<file path="config.mk">
export PLATFORM = sky130hd
export DESIGN_NAME = smem_bridge
export DESIGN_NICKNAME = d
export VERILOG_FILES = /design/src/rtl/smem_pkg.sv /design/src/rtl/smem_cfg_regs.sv /design/src/rtl/smem_cs_decode.sv /design/src/rtl/smem_seq.sv /design/src/rtl/smem_bridge.sv
export SDC_FILE = /design/constraint.sdc
export NUM_CORES = 1
export LEC_CHECK = 0
export ABC_AREA = 0
export BUFFER_PORTS_ARGS = -buffer_cell sky130_fd_sc_hd__buf_2
export CELL_PAD_IN_SITES_DETAIL_PLACEMENT = 1
export CELL_PAD_IN_SITES_GLOBAL_PLACEMENT = 1
export CORE_MARGIN = 2
export CORE_UTILIZATION = 42
export DETAILED_ROUTE_END_ITERATION = 7
export PLACE_DENSITY = 0.85
export RECOVER_POWER = 100
export SLEW_MARGIN = 10
export SYNTH_ARGS = -nofsm -noshare
export SYNTH_HDL_FRONTEND = slang
export SYNTH_HIERARCHICAL = 1
export SYNTH_SLANG_ARGS = --single-unit
</file>
<file path="constraint.sdc">
create_clock -name clk -period 4.8 [get_ports clk]
set_input_delay 0.48 -clock clk [delete_from_list [all_inputs] [get_ports clk]]
set_output_delay 0.48 -clock clk [all_outputs]
set_load 0.01 [all_outputs]
</file>
<file path="src/rtl/smem_pkg.sv">
package smem_pkg;

  localparam int REGION_SHIFT = 20;
  localparam int BASE_W       = 32 - REGION_SHIFT;

  typedef struct packed {
    logic [BASE_W-1:0] base;
    logic [2:0]        size;
    logic              en;
    logic              early;
    logic              wide;
    logic [2:0]        ws;
  } cs_cfg_t;

  typedef enum logic [1:0] {
    ST_IDLE,
    ST_SETUP,
    ST_STROBE,
    ST_DONE
  } seq_state_t;

  function automatic cs_cfg_t unpack_cfg(input logic [31:0] w);
    cs_cfg_t c;
    c.base  = w[31:REGION_SHIFT];
    c.size  = w[10:8];
    c.en    = w[5];
    c.early = w[4];
    c.wide  = w[3];
    c.ws    = w[2:0];
    return c;
  endfunction

endpackage

</file>
<file path="src/rtl/smem_cfg_regs.sv">
module smem_cfg_regs #(
  parameter int NUM_CS = 4,
  localparam int SEL_W = (NUM_CS > 1) ? $clog2(NUM_CS) : 1
) (
  input  logic                              clk,
  input  logic                              rst,
  input  logic                              cfg_we,
  input  logic [SEL_W-1:0]                  cfg_sel,
  input  logic [31:0]                       cfg_wdata,
  output smem_pkg::cs_cfg_t [NUM_CS-1:0]    cfg_q
);

  for (genvar g = 0; g < NUM_CS; g++) begin : g_reg
    always_ff @(posedge clk) begin
      if (rst) begin
        cfg_q[g] <= '0;
      end else if (cfg_we && cfg_sel == SEL_W'(g)) begin
        cfg_q[g] <= smem_pkg::unpack_cfg(cfg_wdata);
      end
    end
  end

endmodule

</file>
<file path="src/rtl/smem_cs_decode.sv">
module smem_cs_decode #(
  parameter int NUM_CS = 4,
  localparam int SEL_W = (NUM_CS > 1) ? $clog2(NUM_CS) : 1
) (
  input  smem_pkg::cs_cfg_t [NUM_CS-1:0]    cfg_q,
  input  logic [smem_pkg::BASE_W-1:0]       addr_hi,
  output logic                              hit,
  output logic [SEL_W-1:0]                  hit_idx,
  output smem_pkg::cs_cfg_t                 hit_cfg
);

  localparam int BW = smem_pkg::BASE_W;

  logic [NUM_CS-1:0] match;

  // Per-select region compare; the size code masks low base bits out.
  for (genvar g = 0; g < NUM_CS; g++) begin : g_match
    logic [BW-1:0] care;
    assign care     = {BW{1'b1}} << cfg_q[g].size;
    assign match[g] = cfg_q[g].en && (((addr_hi ^ cfg_q[g].base) & care) == '0);
  end

  // Lowest index wins: scan downward so the last assignment is the lowest.
  always_comb begin
    hit     = 1'b0;
    hit_idx = '0;
    for (int i = NUM_CS - 1; i >= 0; i--) begin
      if (match[i]) begin
        hit     = 1'b1;
        hit_idx = SEL_W'(i);
      end
    end
  end

  assign hit_cfg = cfg_q[hit_idx];

endmodule

</file>
<file path="src/rtl/smem_seq.sv">
module smem_seq #(
  parameter int NUM_CS = 4,
  parameter int EXT_AW = 20,
  localparam int SEL_W = (NUM_CS > 1) ? $clog2(NUM_CS) : 1
) (
  input  logic                     clk,
  input  logic                     rst,
  input  logic                     req_valid,
  input  logic                     req_write,
  input  logic [EXT_AW-1:2]        req_word,
  input  logic [31:0]              req_wdata,
  input  logic                     hit,
  input  logic [SEL_W-1:0]         hit_idx,
  input  smem_pkg::cs_cfg_t        hit_cfg,
  input  logic [15:0]              ext_dq_in,
  input  logic                     ext_nwait,
  output logic                     req_ready,
  output logic                     rsp_valid,
  output logic [31:0]              rsp_rdata,
  output logic [NUM_CS-1:0]        ext_ncs,
  output logic [EXT_AW-1:0]        ext_addr,
  output logic                     ext_noe,
  output logic                     ext_nwe_lo,
  output logic                     ext_nwe_hi,
  output logic                     ext_nub,
  output logic [15:0]              ext_dq_out,
  output logic                     ext_dq_oe
);

  import smem_pkg::*;

  seq_state_t         st_q, st_d;
  logic [SEL_W-1:0]   sel_q, sel_d;
  logic               wide_q, wide_d;
  logic               early_q, early_d;
  logic               write_q, write_d;
  logic [2:0]         ws_q, ws_d;
  logic [2:0]         wcnt_q, wcnt_d;
  logic [1:0]         beat_q, beat_d;
  logic [EXT_AW-1:2]  word_q, word_d;
  logic [31:0]        wdata_q, wdata_d;
  logic [31:0]        rdata_q, rdata_d;

  logic last_beat;
  assign last_beat = wide_q ? (beat_q == 2'd1) : (beat_q == 2'd3);

  always_comb begin
    st_d    = st_q;
    sel_d   = sel_q;
    wide_d  = wide_q;
    early_d = early_q;
    write_d = write_q;
    ws_d    = ws_q;
    wcnt_d  = wcnt_q;
    beat_d  = beat_q;
    word_d  = word_q;
    wdata_d = wdata_q;
    rdata_d = rdata_q;
    unique case (st_q)
      ST_IDLE: begin
        if (req_valid) begin
          write_d = req_write;
          word_d  = req_word;
          wdata_d = req_wdata;
          rdata_d = '0;
          beat_d  = '0;
          if (hit) begin
            sel_d   = hit_idx;
            wide_d  = hit_cfg.wide;
            early_d = hit_cfg.early;
            ws_d    = hit_cfg.ws;
            wcnt_d  = hit_cfg.ws;
            st_d    = (!req_write && hit_cfg.early) ? ST_STROBE : ST_SETUP;
          end else begin
            st_d = ST_DONE;
          end
        end
      end
      ST_SETUP: begin
        wcnt_d = ws_q;
        st_d   = ST_STROBE;
      end
      ST_STROBE: begin
        if (wcnt_q != 3'd0) begin
          wcnt_d = wcnt_q - 3'd1;
        end else if (ext_nwait) begin
          if (!write_q) begin
            if (wide_q) rdata_d[{beat_q[0], 4'b0000} +: 16] = ext_dq_in;
            else        rdata_d[{beat_q, 3'b000} +: 8]      = ext_dq_in[7:0];
          end
          if (last_beat) begin
            st_d = ST_DONE;
          end else begin
            beat_d = beat_q + 2'd1;
            wcnt_d = ws_q;
            st_d   = (!write_q && early_q) ? ST_STROBE : ST_SETUP;
          end
        end
      end
      ST_DONE: st_d = ST_IDLE;
      default: st_d = ST_IDLE;
    endcase
  end

  always_ff @(posedge clk) begin
    if (rst) begin
      st_q    <= ST_IDLE;
      sel_q   <= '0;
      wide_q  <= 1'b0;
      early_q <= 1'b0;
      write_q <= 1'b0;
      ws_q    <= '0;
      wcnt_q  <= '0;
      beat_q  <= '0;
      word_q  <= '0;
      wdata_q <= '0;
      rdata_q <= '0;
    end else begin
      st_q    <= st_d;
      sel_q   <= sel_d;
      wide_q  <= wide_d;
      early_q <= early_d;
      write_q <= write_d;
      ws_q    <= ws_d;
      wcnt_q  <= wcnt_d;
      beat_q  <= beat_d;
      word_q  <= word_d;
      wdata_q <= wdata_d;
      rdata_q <= rdata_d;
    end
  end

  // Pin stage: every pin is a flop loaded from the next-state decode,
  // so the asynchronous bus never sees a combinational glitch.
  logic        act_d;
  logic        strobe_d;
  logic [1:0]  low_d;
  logic [15:0] dq_d;

  assign act_d    = (st_d == ST_SETUP) || (st_d == ST_STROBE);
  assign strobe_d = (st_d == ST_STROBE);
  assign low_d    = wide_d ? {beat_d[0], 1'b0} : beat_d;
  assign dq_d     = wide_d ? wdata_d[{beat_d[0], 4'b0000} +: 16]
                           : {8'h00, wdata_d[{beat_d, 3'b000} +: 8]};

  always_ff @(posedge clk) begin
    if (rst) begin
      ext_ncs    <= '1;
      ext_addr   <= '0;
      ext_noe    <= 1'b1;
      ext_nwe_lo <= 1'b1;
      ext_nwe_hi <= 1'b1;
      ext_nub    <= 1'b1;
      ext_dq_out <= '0;
      ext_dq_oe  <= 1'b0;
      req_ready  <= 1'b1;
      rsp_valid  <= 1'b0;
      rsp_rdata  <= '0;
    end else begin
      for (int i = 0; i < NUM_CS; i++) begin
        ext_ncs[i] <= !(act_d && sel_d == SEL_W'(i));
      end
      ext_addr   <= act_d ? {word_d, low_d} : '0;
      ext_noe    <= !(act_d && !write_d && (strobe_d || early_d));
      ext_nwe_lo <= !(strobe_d && write_d);
      ext_nwe_hi <= !(strobe_d && write_d && wide_d);
      ext_nub    <= !(act_d && wide_d);
      ext_dq_out <= (act_d && write_d) ? dq_d : '0;
      ext_dq_oe  <= act_d && write_d;
      req_ready  <= (st_d == ST_IDLE);
      rsp_valid  <= (st_d == ST_DONE);
      rsp_rdata  <= rdata_d;
    end
  end

endmodule

</file>
<file path="src/rtl/smem_bridge.sv">
module smem_bridge #(
  parameter int NUM_CS = 4,
  parameter int EXT_AW = 20,
  localparam int SEL_W = (NUM_CS > 1) ? $clog2(NUM_CS) : 1
) (
  input  logic               clk,
  input  logic               rst,
  input  logic               cfg_we,
  input  logic [SEL_W-1:0]   cfg_sel,
  input  logic [31:0]        cfg_wdata,
  input  logic               req_valid,
  output logic               req_ready,
  input  logic               req_write,
  input  logic [31:0]        req_addr,
  input  logic [31:0]        req_wdata,
  output logic               rsp_valid,
  output logic [31:0]        rsp_rdata,
  output logic [NUM_CS-1:0]  ext_ncs,
  output logic [EXT_AW-1:0]  ext_addr,
  output logic               ext_noe,
  output logic               ext_nwe_lo,
  output logic               ext_nwe_hi,
  output logic               ext_nub,
  output logic [15:0]        ext_dq_out,
  output logic               ext_dq_oe,
  input  logic [15:0]        ext_dq_in,
  input  logic               ext_nwait
);

  smem_pkg::cs_cfg_t [NUM_CS-1:0] cfg_q;
  smem_pkg::cs_cfg_t              hit_cfg;
  logic                           hit;
  logic [SEL_W-1:0]               hit_idx;
  logic                           unused_lsb;

  assign unused_lsb = ^req_addr[1:0];

  smem_cfg_regs #(.NUM_CS(NUM_CS)) i_cfg (
    .clk       (clk),
    .rst       (rst),
    .cfg_we    (cfg_we),
    .cfg_sel   (cfg_sel),
    .cfg_wdata (cfg_wdata),
    .cfg_q     (cfg_q)
  );

  smem_cs_decode #(.NUM_CS(NUM_CS)) i_dec (
    .cfg_q   (cfg_q),
    .addr_hi (req_addr[31:smem_pkg::REGION_SHIFT]),
    .hit     (hit),
    .hit_idx (hit_idx),
    .hit_cfg (hit_cfg)
  );

  smem_seq #(.NUM_CS(NUM_CS), .EXT_AW(EXT_AW)) i_seq (
    .clk        (clk),
    .rst        (rst),
    .req_valid  (req_valid),
    .req_write  (req_write),
    .req_word   (req_addr[EXT_AW-1:2]),
    .req_wdata  (req_wdata),
    .hit        (hit),
    .hit_idx    (hit_idx),
    .hit_cfg    (hit_cfg),
    .ext_dq_in  (ext_dq_in),
    .ext_nwait  (ext_nwait),
    .req_ready  (req_ready),
    .rsp_valid  (rsp_valid),
    .rsp_rdata  (rsp_rdata),
    .ext_ncs    (ext_ncs),
    .ext_addr   (ext_addr),
    .ext_noe    (ext_noe),
    .ext_nwe_lo (ext_nwe_lo),
    .ext_nwe_hi (ext_nwe_hi),
    .ext_nub    (ext_nub),
    .ext_dq_out (ext_dq_out),
    .ext_dq_oe  (ext_dq_oe)
  );

endmodule

</file>
### Yosys cells after proc, flatten, opt, wreduce, memory -nomap -nowiden

Index checks and enable logic that the tools add are counted.

* shift-type cells: 10
* eq/ne operators: 21
* magnitude comparators: 1
* add/sub/neg operators: 4
* bitwise logic cells: 11
* mux-type cells: 55
* reductions and logical operators: 51

Operators by type and width (number)
* 32-bit 2-to-1 mux: 7
* 32-bit bitwise mux: 2
* 32-bit case mux with 2 select lines: 1
* 12-bit AND: 4
* 12-bit logical NOT: 4
* 12-bit by 3-bit << shifter with 12-bit output, first input constant: 4
* 12-bit XOR: 4
* 21-bit binary-select mux with 2-bit select: 1
* 2-bit 2-to-1 mux: 19
* 18-bit 2-to-1 mux: 2
* 16-bit by 7-bit variable shift with 32-bit output, first input constant: 1
* 8-bit by 7-bit variable shift with 32-bit output, first input constant: 1
* 16-bit by 7-bit variable part select with 32-bit output: 1
* 32-bit by 6-bit variable part select with 16-bit output: 1
* 32-bit by 6-bit variable part select with 8-bit output: 1
* 8-bit by 7-bit variable part select with 32-bit output: 1
* 1-bit logical AND: 20
* 2-bit equality test, second input constant: 9
* 3-bit 2-to-1 mux: 5
* 5-bit negation with 7-bit output: 2
* 1-bit 2-to-1 mux: 13
* 1-bit logical NOT: 11
* 2-bit by 1-bit equality test with 1-bit output, second input constant: 5
* 2-bit != test, second input constant: 5
* other kinds (19): 29

* logic and storage cells: 200
* flip-flop bits (word level): 228
* output and inout bits: 79
* input bits: 120

### Logic depth before layout (Yosys ltp)

* word-level depth: 20
* gate-level depth with buffers: 22
* gate-level depth less buffers: 19

### Modules after synthesis

Netlist, hierarchy kept.

Modules (own cells, without submodules)
* smem_seq: cells each 626, sequential area each 2882.8 µm², instances 1, area an instance 5755.5 µm²
* smem_cfg_regs: cells each 298, sequential area each 1681.6 µm², instances 1, area an instance 3324.4 µm²
* smem_cs_decode: cells each 181, sequential area each 0.0 µm², instances 1, area an instance 1395.1 µm²

### Least setup slack after synthesis

Ideal clock, no wire load.

* kind: input-to-reg
* start: input req_addr[30]
* end: register i_seq.ext_dq_out[15]
* library setup time: 86 ps
* stages on the path: 20
* data arrival time: 3608 ps
* required time: 4714 ps
* path buffers: 2
* path slack: 1106 ps
* cells stage by stage: xor2_1 -> nor4_1 -> o21ai_1 -> or4_4 -> a21oi_2 -> buf_6 -> a2bb2oi_2 -> nand2b_1 -> nand3_1 -> o21ai_0 -> nand2_1 -> o31ai_1 -> inv_1 -> ha_1 -> nor2_1 -> nand2b_1 -> buf_2 -> inv_1 -> nand2_1 -> a211oi_1

RTL lines
* start: declaration: line smem_bridge.sv:14 `input logic [31:0] req_addr,`
* end signal: assignment: line smem_seq.sv:168 `ext_dq_out <= (act_d && write_d) ? dq_d : '0;`
* end: declaration: line smem_seq.sv:26 `output logic [15:0] ext_dq_out,`

==> results list <==
* Setup WS pre-CTS: 364.6 ps
- Type of the worst setup path: reg2reg
* Pin count of the biggest net entering global routing: 127
- FMAX: between 200 and 250 MHz
* Cell-by-cell trace of the critical path: xor2_1, nor4_1, o21ai_1, or4_4, a21oi_2, a2bb2oi_1, nand2b_1, nand3_1, o21ai_0, nand2_1, o31ai_1, inv_1, ha_1, nor2_1, nand2b_1, inv_1, nand2_1, a211oi_1
- STA classifies the critical path startpoint as a flop.
- Counting tap cells, the placed design contains a total of 1502 instances.
- At the end of routability-driven placement, the weighted congestion stood at between 0.8 and 0.9.
- The count of final max-slew check failures is approximately 280.
- The floorplan step defined a die boundary enclosing 0.02515 sq mm.
- Number of DRC markers after the initial detailed-route iteration: 326
- Post-detailed-routing wire length: 28.01 mm
- Worst-case clock skew: between 8 and 9 ps
- Number of top-level pins: 199
- Register-to-register setup slack: 600 ps
* Synth Area per Inst: 9.478 sq um
- The initial antenna violation count is 1.
- The worst hold path passes through 3 cells.
- Root Driver: sky130_fd_sc_hd__clkbuf_16
- In the synthesized netlist, the number of instances is 1059.
* Post-DR wirelength/cell: 18.06 um
- Fraction of layout cells with a size suffix above 1: 0.1422
- Reg2Reg Depth: 18
- Slew at the pin closest to its max-slew limit: between 2000 and 2500 ps
* Origin of the worst min-delay path: req_wdata[27]
- Width of the die: 158.6 um
- For this run, design rule violations remaining after detail routing come to 0.
- In this run the post-CTS setup repair buffer count came out at 0.
- The first global-routing pass estimated roughly 44 mm of wire.
- Antenna-violating nets left: 0
- # hold bufs at CTS: 0
- Finished layout cell area: ~0.012 sq mm
* H-tree depth reported by CTS: 1
- In this run the static leakage power is just over 0.005 uW.
* Final worst-path setup slack: 604.2 ps
- Counting every sink on the clock net gives 228.
* Final Hold Violating Endpoints: 0
- In the routed layout, each cell is associated on average with a via count of 5.210.
* HPWL after DPL: 19.22 mm
- Across the run, the number of max-cap violations was 4.
- Count of nets after finishing: 1343
- Period minus WS final: 4196 ps
* Max-slew headroom at the worst pin: -0.5640
- Synth Net Count: 1191
- For this run, the detailed router's first-pass iteration total came to 5.
- Largest driver fanout on the critical path: 9
- Data required time of the critical path: 5230 ps
- Adding up every negative setup slack in the final design gives 0 ps.
- The floorplan has between 50 and 60 rows.
- Gates resized during post-CTS repair numbered 0.
- Run status: finished, violations left
- After clock tree synthesis, the clock-pin slew on the worst setup and hold paths is 60 ps.
- The worst setup path is captured at a flop.
* Critical register-to-register path endpoint: i_seq/ext_dq_out[15]
- Port buffering added 185 buffers.
- Summing all placed instances gives a cell area of 0.01110 sq mm.
- Critical R2R Launch: i_cfg/cfg_q[40]
- For this run the aggregate overflow at the end of global routing stands at 0.
- Pwr dens: 440.9 mW/mm^2
- The number of buffers and inverters on the critical path is 2.
* GRT Total Usage: 0.2199
* Setup violations, final: 0
- Ratio of final minimum period to clock period: 0.8741
- Via count: 8080
- The number of global-route vias before repair was 8425.
- From bottom edge to top edge, the die measures about 160 um.
- Highest cell delay on the worst timing path: slightly above 600 ps
- The kind of cell with the highest combined delay along the critical path is simple AND/OR/NAND/NOR gates.
* Cell with the largest stage delay on the worst path: sky130_fd_sc_hd__or4_4
- The checks that failed: capacitance limit, slew limit.
* Smallest hold slack: 218.0 ps
* Cts bufs inserted: 26
* CTS tree: built
- Number of buffers on the longest clock path: 3
* Data arrival time at the worst-slack endpoint: 4630 ps
- Final non-filler cell total: 1551
* Area growth syn-to-layout: 18.29%
* Core box area: 0.02347 sq mm
* Worst Hold Class: in2reg
* Number of warnings reported in the yosys synthesis log: 6
* Clock Latency Late Sink: 520 ps
* Mapped cell area: 0.01004 sq mm
- Across the VDD grid, the largest voltage drop is 0.3032 mV.
- The initial utilization of the core area, before any placement, comes to 0.4276.
- Worst Hold End: i_seq/wdata_q[27]
* Setup repair after global routing missed its margin: no
registers in the layout, summed over array words and instances (netlist names), 2 cells and up:
signal            cells
i_cfg/cfg_q          84
i_seq/rsp_rdata      32
i_seq/wdata_q        32
i_seq/ext_addr       20
i_seq/word_q         18
i_seq/ext_dq_out     16
i_seq/ext_ncs         4
i_seq/wcnt_q          3
i_seq/ws_q            3
i_seq/beat_q          2
i_seq/sel_q           2
i_seq/st_q            2
worst max-delay path by stage:
stage	startpoint	to	slack [ps]	cells after the start
after floorplan	req_addr[30]	i_seq/ext_dq_out[15]	1200	20
after global placement	req_addr[30]	i_seq/ext_dq_out[15]	490	19
after detailed placement	req_addr[30]	i_seq/ext_dq_out[15]	360	19
after CTS	i_cfg/cfg_q[40]	i_seq/ext_dq_out[15]	680	18
after global routing	i_cfg/cfg_q[40]	i_seq/ext_dq_out[15]	150	18
final	i_cfg/cfg_q[40]	i_seq/ext_dq_out[15]	600	18
report_power, final:
part	leakage (uW)	internal, uW	switching, uW
clock	0.000447	1280	802
combinational	0.00273	373	639
sequential	0.00186	2060	77.7
total	0.00503	3720	1520
tightest hold or removal path, delay by kind of cell:
| kind | cells | cell delay (ps) |
|---|---|---|
| muxes | 1 | 70 |
| and+or+nand+nor | 1 | 80 |
| buffers and inverters | 1 | 80 |
through the flow:
step | total power [uW] | util
finish | 5234 | 0.5058
global route | 5482 | 0.5058
detailed placement | 3211 | 0.4731
global placement | 3170 | 0.4731
floorplan | 2876 | -
CTS | 5318 | 0.5119
layer usage:
| layer | wire [um] | vias to the layer above | GRT usage |
|---|---|---|---|
| li1 | - | 3927 | - |
| met5 | 0 | - | 0 |
| met3 | 1283 | 53 | 0.03756 |
| met1 | 11910 | 3916 | 0.2701 |
| met4 | 833 | 0 | 0.07422 |
| met2 | 13990 | 184 | 0.3890 |
cell type report:
class                      instances  area [sq um]
fill                            2802         11600
multi-input combinational        731          4996
sequential                       228          4564
timing repair buffer             197         897.1
clock buffer                      37         773.2
tap                              319         399.1
clock inverter                    11         138.9
inverter                          27         101.3
antenna                            1         2.502
cells in the final DEF, fill, tap and decap left out, types with 24 or more instances in the layout:
master / instances
sky130_fd_sc_hd__clkbuf_16: 27
sky130_fd_sc_hd__buf_2: 105
sky130_fd_sc_hd__nand2b_1: 119
sky130_fd_sc_hd__nand2_1: 49
sky130_fd_sc_hd__mux2i_1: 139
sky130_fd_sc_hd__nor2_1: 115
sky130_fd_sc_hd__nor3_1: 36
sky130_fd_sc_hd__xnor2_1: 37
sky130_fd_sc_hd__clkbuf_1: 87
sky130_fd_sc_hd__a21oi_1: 46
sky130_fd_sc_hd__dfxtp_1: 228
sky130_fd_sc_hd__a22oi_1: 24
sky130_fd_sc_hd__inv_1: 27
No activity file was read; power rests on OpenSTA's default activity.
